**config.mk**
```make
export PLATFORM = sky130hd
export DESIGN_NAME = lsf_fault_guard
export DESIGN_NICKNAME = d
export VERILOG_FILES = /design/src/rtl/lsf_pkg.sv /design/src/rtl/lsf_flag_sync.sv /design/src/rtl/lsf_step_watch.sv /design/src/rtl/lsf_run_timer.sv /design/src/rtl/lsf_fault_guard.sv
export SDC_FILE = /design/constraint.sdc
export NUM_CORES = 1
export LEC_CHECK = 0
export ABC_AREA = 0
export BUFFER_PORTS_ARGS = -buffer_cell sky130_fd_sc_hd__buf_2
export CAP_MARGIN = 10
export CORE_MARGIN = 10
export CORE_UTILIZATION = 58
export CTS_CLUSTER_DIAMETER = 120
export DETAILED_ROUTE_END_ITERATION = 10
export GPL_ROUTABILITY_DRIVEN = 0
export GPL_TIMING_DRIVEN = 0
export PLACE_DENSITY = 0.78
export SYNTH_ARGS = -nofsm -noshare
export SYNTH_HDL_FRONTEND = slang
export SYNTH_SLANG_ARGS = --single-unit
```
**constraint.sdc**
```tcl
create_clock -name clk -period 2.05 [get_ports clk]
set_input_delay 0.41 -clock clk [delete_from_list [all_inputs] [get_ports clk]]
set_output_delay 0.41 -clock clk [all_outputs]
set_load 0.01 [all_outputs]
```
**src/rtl/lsf_pkg.sv**
```systemverilog
package lsf_pkg;

   typedef struct packed {
      logic mon_hi;
      logic pd_hi;
      logic step_drop;
   } lsf_src_t;

   function automatic int cnt_width(input int limit);
      return (limit < 1) ? 1 : $clog2(limit + 1);
   endfunction

endpackage

```
**src/rtl/lsf_flag_sync.sv**
```systemverilog
module lsf_flag_sync #(
   parameter int STAGES = 2
) (
   input  logic clk,
   input  logic rst_n,
   input  logic d_async,
   output logic q_sync
);
   generate
      if (STAGES == 1) begin : g_single
         logic r;
         always_ff @(posedge clk or negedge rst_n) begin
            if (!rst_n) r <= 1'b0;
            else        r <= d_async;
         end
         assign q_sync = r;
      end else begin : g_chain
         logic [STAGES-1:0] r;
         always_ff @(posedge clk or negedge rst_n) begin
            if (!rst_n) r <= '0;
            else        r <= {r[STAGES-2:0], d_async};
         end
         assign q_sync = r[STAGES-1];
      end
   endgenerate
endmodule

```
**src/rtl/lsf_step_watch.sv**
```systemverilog
module lsf_step_watch #(
   parameter int CODE_W = 8
) (
   input  logic              clk,
   input  logic              rst_n,
   input  logic              wr,
   input  logic [CODE_W-1:0] code,
   input  logic              arm,
   input  logic              clr,
   output logic              pending
);
   localparam int EXT_W = CODE_W + 1;

   logic [CODE_W-1:0] last_code;
   logic [EXT_W-1:0]  twice_new;
   logic [EXT_W-1:0]  old_ext;
   logic              drop_hit;

   assign twice_new = {code, 1'b0};
   assign old_ext   = {1'b0, last_code};
   assign drop_hit  = wr && arm && (twice_new < old_ext);

   always_ff @(posedge clk or negedge rst_n) begin
      if (!rst_n)  last_code <= '0;
      else if (wr) last_code <= code;
   end

   always_ff @(posedge clk or negedge rst_n) begin
      if (!rst_n)        pending <= 1'b0;
      else if (clr)      pending <= 1'b0;
      else if (drop_hit) pending <= 1'b1;
   end
endmodule

```
**src/rtl/lsf_run_timer.sv**
```systemverilog
module lsf_run_timer #(
   parameter int LIMIT = 8,
   parameter int CW    = 4
) (
   input  logic          clk,
   input  logic          rst_n,
   input  logic          run,
   output logic [CW-1:0] cnt
);
   localparam logic [CW-1:0] TOP = CW'(LIMIT);

   always_ff @(posedge clk or negedge rst_n) begin
      if (!rst_n)          cnt <= '0;
      else if (!run)       cnt <= '0;
      else if (cnt != TOP) cnt <= cnt + 1'b1;
   end
endmodule

```
**src/rtl/lsf_fault_guard.sv**
```systemverilog
module lsf_fault_guard #(
   parameter int CODE_W      = 8,
   parameter int SYNC_STAGES = 2,
   parameter int RST_CYC     = 13,
   parameter int RESUME_CYC  = 125000
) (
   input  logic              clk,
   input  logic              rst_n,
   input  logic              drv_enable,
   input  logic              tx_disable,
   input  logic              fault_arm,
   input  logic              mon_hi_async,
   input  logic              pd_hi_async,
   input  logic              bias_code_wr,
   input  logic [CODE_W-1:0] bias_code,
   output logic              bias_on,
   output logic              mod_on,
   output logic              fault_flag
);
   import lsf_pkg::*;

   localparam int DIS_CW = cnt_width(RST_CYC);
   localparam int RES_CW = cnt_width(RESUME_CYC);
   localparam logic [DIS_CW-1:0] DIS_LAST = DIS_CW'(RST_CYC - 1);
   localparam logic [RES_CW-1:0] RES_DONE = RES_CW'(RESUME_CYC);

   generate
      if (CODE_W < 2) begin : g_bad_code
         $error("lsf_fault_guard: CODE_W must be at least 2");
      end
      if (SYNC_STAGES < 1) begin : g_bad_sync
         $error("lsf_fault_guard: SYNC_STAGES must be at least 1");
      end
      if (RST_CYC < 1) begin : g_bad_rst
         $error("lsf_fault_guard: RST_CYC must be at least 1");
      end
      if (RESUME_CYC < 1) begin : g_bad_res
         $error("lsf_fault_guard: RESUME_CYC must be at least 1");
      end
   endgenerate

   logic              dis_req;
   logic              mon_sync;
   logic              pd_sync;
   logic              step_pend;
   logic              clr_latch;
   logic              fault_live;
   logic              latch_q;
   logic              resume_run;
   logic [DIS_CW-1:0] dis_cnt;
   logic [RES_CW-1:0] res_cnt;
   lsf_src_t          src;

   assign dis_req = tx_disable | ~drv_enable;

   lsf_flag_sync #(.STAGES(SYNC_STAGES)) u_mon_sync (
      .clk(clk), .rst_n(rst_n), .d_async(mon_hi_async), .q_sync(mon_sync));

   lsf_flag_sync #(.STAGES(SYNC_STAGES)) u_pd_sync (
      .clk(clk), .rst_n(rst_n), .d_async(pd_hi_async), .q_sync(pd_sync));

   lsf_step_watch #(.CODE_W(CODE_W)) u_step (
      .clk(clk), .rst_n(rst_n), .wr(bias_code_wr), .code(bias_code),
      .arm(fault_arm), .clr(clr_latch), .pending(step_pend));

   lsf_run_timer #(.LIMIT(RST_CYC), .CW(DIS_CW)) u_dis_timer (
      .clk(clk), .rst_n(rst_n), .run(dis_req), .cnt(dis_cnt));

   assign clr_latch = dis_req && (dis_cnt == DIS_LAST);

   assign src.mon_hi    = mon_sync;
   assign src.pd_hi     = pd_sync;
   assign src.step_drop = step_pend;
   assign fault_live    = fault_arm && (|src);

   always_ff @(posedge clk or negedge rst_n) begin
      if (!rst_n)                      latch_q <= 1'b0;
      else if (clr_latch)              latch_q <= 1'b0;
      else if (!dis_req && fault_live) latch_q <= 1'b1;
   end

   assign resume_run = !(dis_req || latch_q || fault_live);

   lsf_run_timer #(.LIMIT(RESUME_CYC), .CW(RES_CW)) u_res_timer (
      .clk(clk), .rst_n(rst_n), .run(resume_run), .cnt(res_cnt));

   assign bias_on    = !dis_req && !latch_q && (res_cnt == RES_DONE);
   assign mod_on     = !dis_req && !latch_q && (res_cnt == RES_DONE);
   assign fault_flag = latch_q;
endmodule

```
Yosys cells after proc, flatten, opt, wreduce, memory -nomap -nowiden. Index checks and enable logic that the tools add are counted.

$add $sub $neg: 2. Order comparisons: 1. Eq/ne operators: 5. Mux-type cells: 8. Bitwise logic cells: 2. Reductions and logical operators: 15.

Operators by type and width (count): $mux W17 (2); $add A17 B1 Y17 const B (1); $eq A17 B17 Y1 const B (1); $ne A17 B17 Y1 const B (1); $lt A9 B8 Y1 (1); $mux W4 (2); $logic_and A1 B1 Y1 (7); $reduce_bool A2 Y1 (3); $add A4 B1 Y4 const B (1); $eq A4 B4 Y1 const B (1); $mux W1 (4); $ne A4 B4 Y1 const B (1); $reduce_or A3 Y1 (1); $logic_not A1 Y1 (2); $logic_or A1 B1 Y1 (2); $ne A2 B1 Y1 const B (1); $not A1 Y1 (1); $or A1 B1 Y1 (1).

Register bits: 35. Input bits: 16. Output and inout bits: 3. Logic and storage cells: 40.

Longest topological paths before layout.
Depth after elaboration: 6. Depth in mapped cells: 6. Depth with buffers taken out: 6.

Hierarchy. From an unflattened synthesis, not the netlist that was laid out.

Cells, all modules: 189. Area, all modules: 1891.8 um^2.

By module, submodules not included: lsf_run_timer (u_res_timer) (instances 1, cells an instance 96, area an instance 885.8 um^2, seq. area each 425.4 um^2); lsf_step_watch (instances 1, cells an instance 52, area an instance 513.0 um^2, seq. area each 225.2 um^2); lsf_run_timer (u_dis_timer) (instances 1, cells an instance 21, area an instance 231.5 um^2, seq. area each 100.1 um^2); lsf_fault_guard (instances 1, cells an instance 16, area an instance 161.4 um^2, seq. area each 25.0 um^2); lsf_flag_sync (instances 2, cells an instance 2, area an instance 50.0 um^2, seq. area each 50.0 um^2).

Least setup slack after synthesis. No wires, ideal clock.

Kind: register to output. From: register u_res_timer.cnt[5]. To: output mod_on. Data arrival time: 1.624 ns. Data required time: 1.640 ns. Setup slack: 0.016 ns. Stages on the path, launching flop included: 6. Buffers on the path: 1. Cell sequence: dfrtp_1 -> nand4b_1 -> nor4b_1 -> nand4_1 -> nor3_1 -> buf_4.

Longest elaborated chain between the ends: 2.

RTL lines: start: declaration (RTL line lsf_run_timer.sv:8) `output logic [CW-1:0] cnt`; start signal: assignment (RTL line lsf_run_timer.sv:15) `else if (cnt != TOP) cnt <= cnt + 1'b1;`; $eq A17 B17 Y1; $logic_and A1 B1 Y1; end: declaration (RTL line lsf_fault_guard.sv:17) `output logic mod_on,`.

Every way passes these cells.

Worst setup path after layout.
From: register u_res_timer.cnt[5]. To: output mod_on.

Longest elaborated chain between the ends: 2.

RTL lines: $eq A17 B17 Y1 (RTL line lsf_fault_guard.sv:88) `assign mod_on = !dis_req && !latch_q && (res_cnt == RES_DONE);`; $logic_and A1 B1 Y1 (RTL line lsf_fault_guard.sv:88).

Every way passes these cells.

==> metrics.txt <==
# TYPE chip_impl_metric gauge
chip_impl_info{name="run_status",value="complete, but fails checks"} 1
chip_impl_info{name="violations",value="negative setup slack"} 1
chip_impl_metric{name="seqCellArea",unit="um^2"} 877
chip_impl_metric{name="holdBufCountCts",unit=""} 0
chip_impl_metric{name="initial_core_util",unit=""} 0.604
chip_impl_metric{name="time_the_final_worst_path_needs_with_i_o_delays_and_setup",unit="ns"} 2.23
chip_impl_metric{name="critical_path_fanouts_max",unit=""} 2
chip_impl_metric{name="ys_warn_count",unit=""} 0
chip_impl_info{name="tritoncts",value="built"} 1
chip_impl_metric{name="num_antenna_cells",unit=""} 0
chip_impl_metric{name="timing_worst_slew_pin_value",unit="ns"} 0.750
chip_impl_metric{name="grtUsageTotal",unit=""} 0.136
chip_impl_metric{name="fmax",unit="GHz"} 0.448
chip_impl_metric{name="power_density",unit="nW/um^2"} 681
chip_impl_metric{name="detail_route.iter0.violations",unit=""} 149
chip_impl_metric{name="synth.cell_area",unit="um^2"} 1840
chip_impl_info{name="grt_setup_unrepaired",value="true"} 1
chip_impl_metric{name="proportion_of_layout_cells_with_a_drive_suffix_above_1",unit=""} 0.193
chip_impl_metric{name="drc",unit=""} 0
chip_impl_metric{name="detailed_place_hpwl",unit="um"} 2670
chip_impl_metric{name="arrival",unit="ns"} 1.82
chip_impl_metric{name="multi_input_comb_area",unit="um^2"} 908
chip_impl_metric{name="antenna_found_initial",unit=""} 0
chip_impl_metric{name="final-setup-viol-count",unit=""} 2
chip_impl_metric{name="grt_first_pass_wirelength",unit="um"} 6560
chip_impl_metric{name="slew-limit-headroom",unit=""} 0.500
chip_impl_metric{name="grt.met1_usage",unit=""} 0.154
chip_impl_metric{name="std_cell_rows",unit=""} 20
chip_impl_metric{name="drt-wirelength-per-cell",unit="um"} 14.3
chip_impl_metric{name="synth-seq-cells",unit=""} 35
chip_impl_metric{name="power.leakage",unit="uW"} 0.000870
chip_impl_metric{name="dpl_worst_slack",unit="ns"} -0.124
chip_impl_metric{name="clock_path_buffers",unit=""} 2
chip_impl_metric{name="full_die_area",unit="um^2"} 5840
chip_impl_metric{name="detailroute.via_count",unit=""} 1442
chip_impl_metric{name="maxCapViolations",unit=""} 0
chip_impl_info{name="final_common_cell",value="sky130_fd_sc_hd__dfrtp_1"} 1
chip_impl_metric{name="hold_viol_final",unit=""} 0
chip_impl_metric{name="fin_skew",unit="ns"} 0.0182
chip_impl_info{name="timing.critical_path.from_type",value="register"} 1
chip_impl_info{name="grt_busiest_layer",value="met2"} 1
chip_impl_metric{name="timing.critical_path.required",unit="ns"} 1.64
chip_impl_metric{name="gr-usage-met2",unit=""} 0.223
chip_impl_metric{name="die_height",unit="um"} 76.4
chip_impl_metric{name="layout.filler_cells",unit=""} 266
chip_impl_metric{name="area_growth_syn_to_layout",unit="%"} 12.8
chip_impl_metric{name="fp.coreArea",unit="um^2"} 3050
chip_impl_metric{name="cts_inserted_buffers",unit=""} 5
chip_impl_metric{name="syn_avg_cell_area",unit="um^2"} 10.1
chip_impl_metric{name="io_buffers",unit=""} 18
chip_impl_info{name="synthFlopType",value="sky130_fd_sc_hd__dfrtp_1"} 1
chip_impl_metric{name="first_global_vias",unit=""} 1488
chip_impl_metric{name="yosysUniqueCellTypes",unit=""} 41
chip_impl_metric{name="finalSetupTns",unit="ns"} -0.300
chip_impl_metric{name="ys_seq_area_frac",unit=""} 0.475
chip_impl_metric{name="postSynthNetCount",unit=""} 211
chip_impl_metric{name="grt_util_met3",unit=""} 0.0483
chip_impl_info{name="timing_worst_setup_path_type",value="register to output pin"} 1
chip_impl_metric{name="cts_htree_levels",unit=""} 2
chip_impl_metric{name="clk_pin_slew",unit="ns"} 0.10
chip_impl_metric{name="routed_wire_length",unit="um"} 3670
chip_impl_metric{name="vdd_drop_max",unit="mV"} 0.715
chip_impl_metric{name="drt_first_pass_iters",unit=""} 4
chip_impl_metric{name="dieWidth",unit="um"} 76.4
chip_impl_metric{name="synth-edff-count",unit=""} 0
chip_impl_metric{name="final_antenna_net_count",unit=""} 0
chip_impl_metric{name="clock_latency_on_the_worst_skew_pair",unit="ns"} 0.35
chip_impl_metric{name="ratio_of_routed_vias_to_standard_cells",unit=""} 5.63
chip_impl_metric{name="fraction_of_the_cycle_the_final_worst_path_needs",unit=""} 1.09
chip_impl_metric{name="layout.nets",unit=""} 239
chip_impl_metric{name="largest_net_degree_at_the_start_of_global_routing",unit=""} 36
chip_impl_info{name="timing.hold.worst.class",value="input pin to asynchronous set/reset pin"} 1
chip_impl_info{name="most-common-layout-cells",value="34 x sky130_fd_sc_hd__dfrtp_1, 18 x sky130_fd_sc_hd__o21ai_0, 17 x sky130_fd_sc_hd__nor2_1, 17 x sky130_fd_sc_hd__buf_2, 15 x sky130_fd_sc_hd__inv_1"} 1
chip_impl_info{name="end_kind",value="output pin"} 1
chip_impl_metric{name="postLayoutSetupSlackWorst",unit="ns"} -0.182
chip_impl_metric{name="global_route.overflow_total",unit=""} 0
chip_impl_info{name="clk_root_buffer_cell",value="sky130_fd_sc_hd__clkbuf_4"} 1
chip_impl_metric{name="ios",unit=""} 19
chip_impl_metric{name="drv_slew",unit=""} 0
chip_impl_metric{name="synth-async-reset-ratio",unit=""} 1.00
chip_impl_metric{name="syn_inst",unit=""} 183
chip_impl_metric{name="cts.sinks",unit=""} 35
-- kinds of logic (layout without fill, tap and decap cells) --
logic type                 Yosys count  after routing  synth area share
xor gates and xnor gates            10             10            0.0475
muxes                                3              3            0.0170
AOI/OAI and AO/OA                   32             32            0.0936
and+or+nand+nor                     73             73             0.247
adders and majority gates           12             12            0.0814
DFF                                 35             35             0.475
buffers and inverters               18             47            0.0387
-- area by class of cell --
type	count	area share
Tap cell	44	0.0265
Sequential cell	35	0.422
Buffer	3	0.00722
Multi-Input combinational cell	130	0.437
Clock inverter	1	0.00241
Clock buffer	7	0.0216
Timing Repair Buffer	21	0.0571
Inverter	15	0.0271
-- per-stage QoR --
stage	area [um^2]	power, uW	hold WS, ns	cells	util
2_1_floorplan	1840	979	0.114	183	-
3_3_place_gp	1990	1050	0.340	245	0.652
3_5_place_dp	1990	1070	0.348	245	0.652
4_1_cts	2070	1440	0.138	255	0.679
5_1_grt	2080	1520	0.144	256	0.682
6_report	2080	1420	0.118	256	0.682
-- synthesized netlist by cell type, drive strengths merged, types with 2 or more instances --
master,instances,area [um^2]
nand4,4,40.0
a31oi,2,12.5
nor2,17,63.8
dfrtp,35,876
inv,15,56.3
nand2,13,51.3
or3,7,47.5
nor4b,2,17.5
xor2,2,17.5
ha,12,150
nand3,8,52.6
mux2i,2,20.0
o21ai,19,95.1
xnor2,8,70.1
a21oi,8,40.0
nor3,4,20.0
nand2b,2,12.5
buf,2,11.3
nor4,6,52.6
-- power by group --
group / total (uW) / switching, uW / internal (uW) / leakage, uW
sequential: 832 / 72.5 / 759 / 0.000449
clock: 357 / 223 / 134 / 0.0000293
combinational: 229 / 126 / 103 / 0.000391
total: 1420 / 422 / 995 / 0.000870
-- final timing paths --
| check | start | to | slack, ns | depth (start not counted) |
|---|---|---|---|---|
| max in group asynchronous | rst_n | u_res_timer.cnt[5]$_DFFE_PN0P_ | 1.41 | 1 |
| worst min-delay path | rst_n | u_step.last_code[6]$_DFFE_PN0P_ | 0.12 | 1 |
| min in group clk | mon_hi_async | u_mon_sync.g_chain.r[0]$_DFF_PN0_ | 0.17 | 1 |
| worst max-delay path | u_res_timer.cnt[5]$_DFFE_PN0P_ | mod_on | -0.18 | 6 |
| worst min register to register | u_mon_sync.g_chain.r[0]$_DFF_PN0_ | u_mon_sync.g_chain.r[1]$_DFF_PN0_ | 0.37 | 0 |
| worst max register to register | u_res_timer.cnt[0]$_DFFE_PN0P_ | u_res_timer.cnt[1]$_DFFE_PN0P_ | 0.10 | 6 |
-- registers in the layout, summed over array words and instances, names as in the netlist --
register,count
u_res_timer.cnt,17
u_step.last_code,8
u_dis_timer.cnt,4
u_mon_sync.g_chain.r,2
u_pd_sync.g_chain.r,2
fault_flag,1
u_step.pending,1
-- repair_timing --
action / in CTS / in global routing
gates resized for setup: 4 / 0
pin swaps: 3 / 1
buffers inserted: 2 / 1
setup endpoints to repair: 2 / 3
-- worst max-delay path: stages, from the launching register on --
cell	delay, ns
sky130_fd_sc_hd__dfrtp_2	0.42
sky130_fd_sc_hd__nand4b_1	0.22
sky130_fd_sc_hd__nor4b_2	0.28
sky130_fd_sc_hd__nand4_1	0.18
sky130_fd_sc_hd__nor3_2	0.16
sky130_fd_sc_hd__buf_4	0.14
sky130_fd_sc_hd__buf_6	0.09
-- layer usage --
layer | vias up | routed length (um)
met4 | 0 | 89
met2 | 33 | 1760
li1 | 700 | -
met5 | - | 0
met3 | 11 | 170
met1 | 698 | 1650
(Power assumes the default switching activity.)
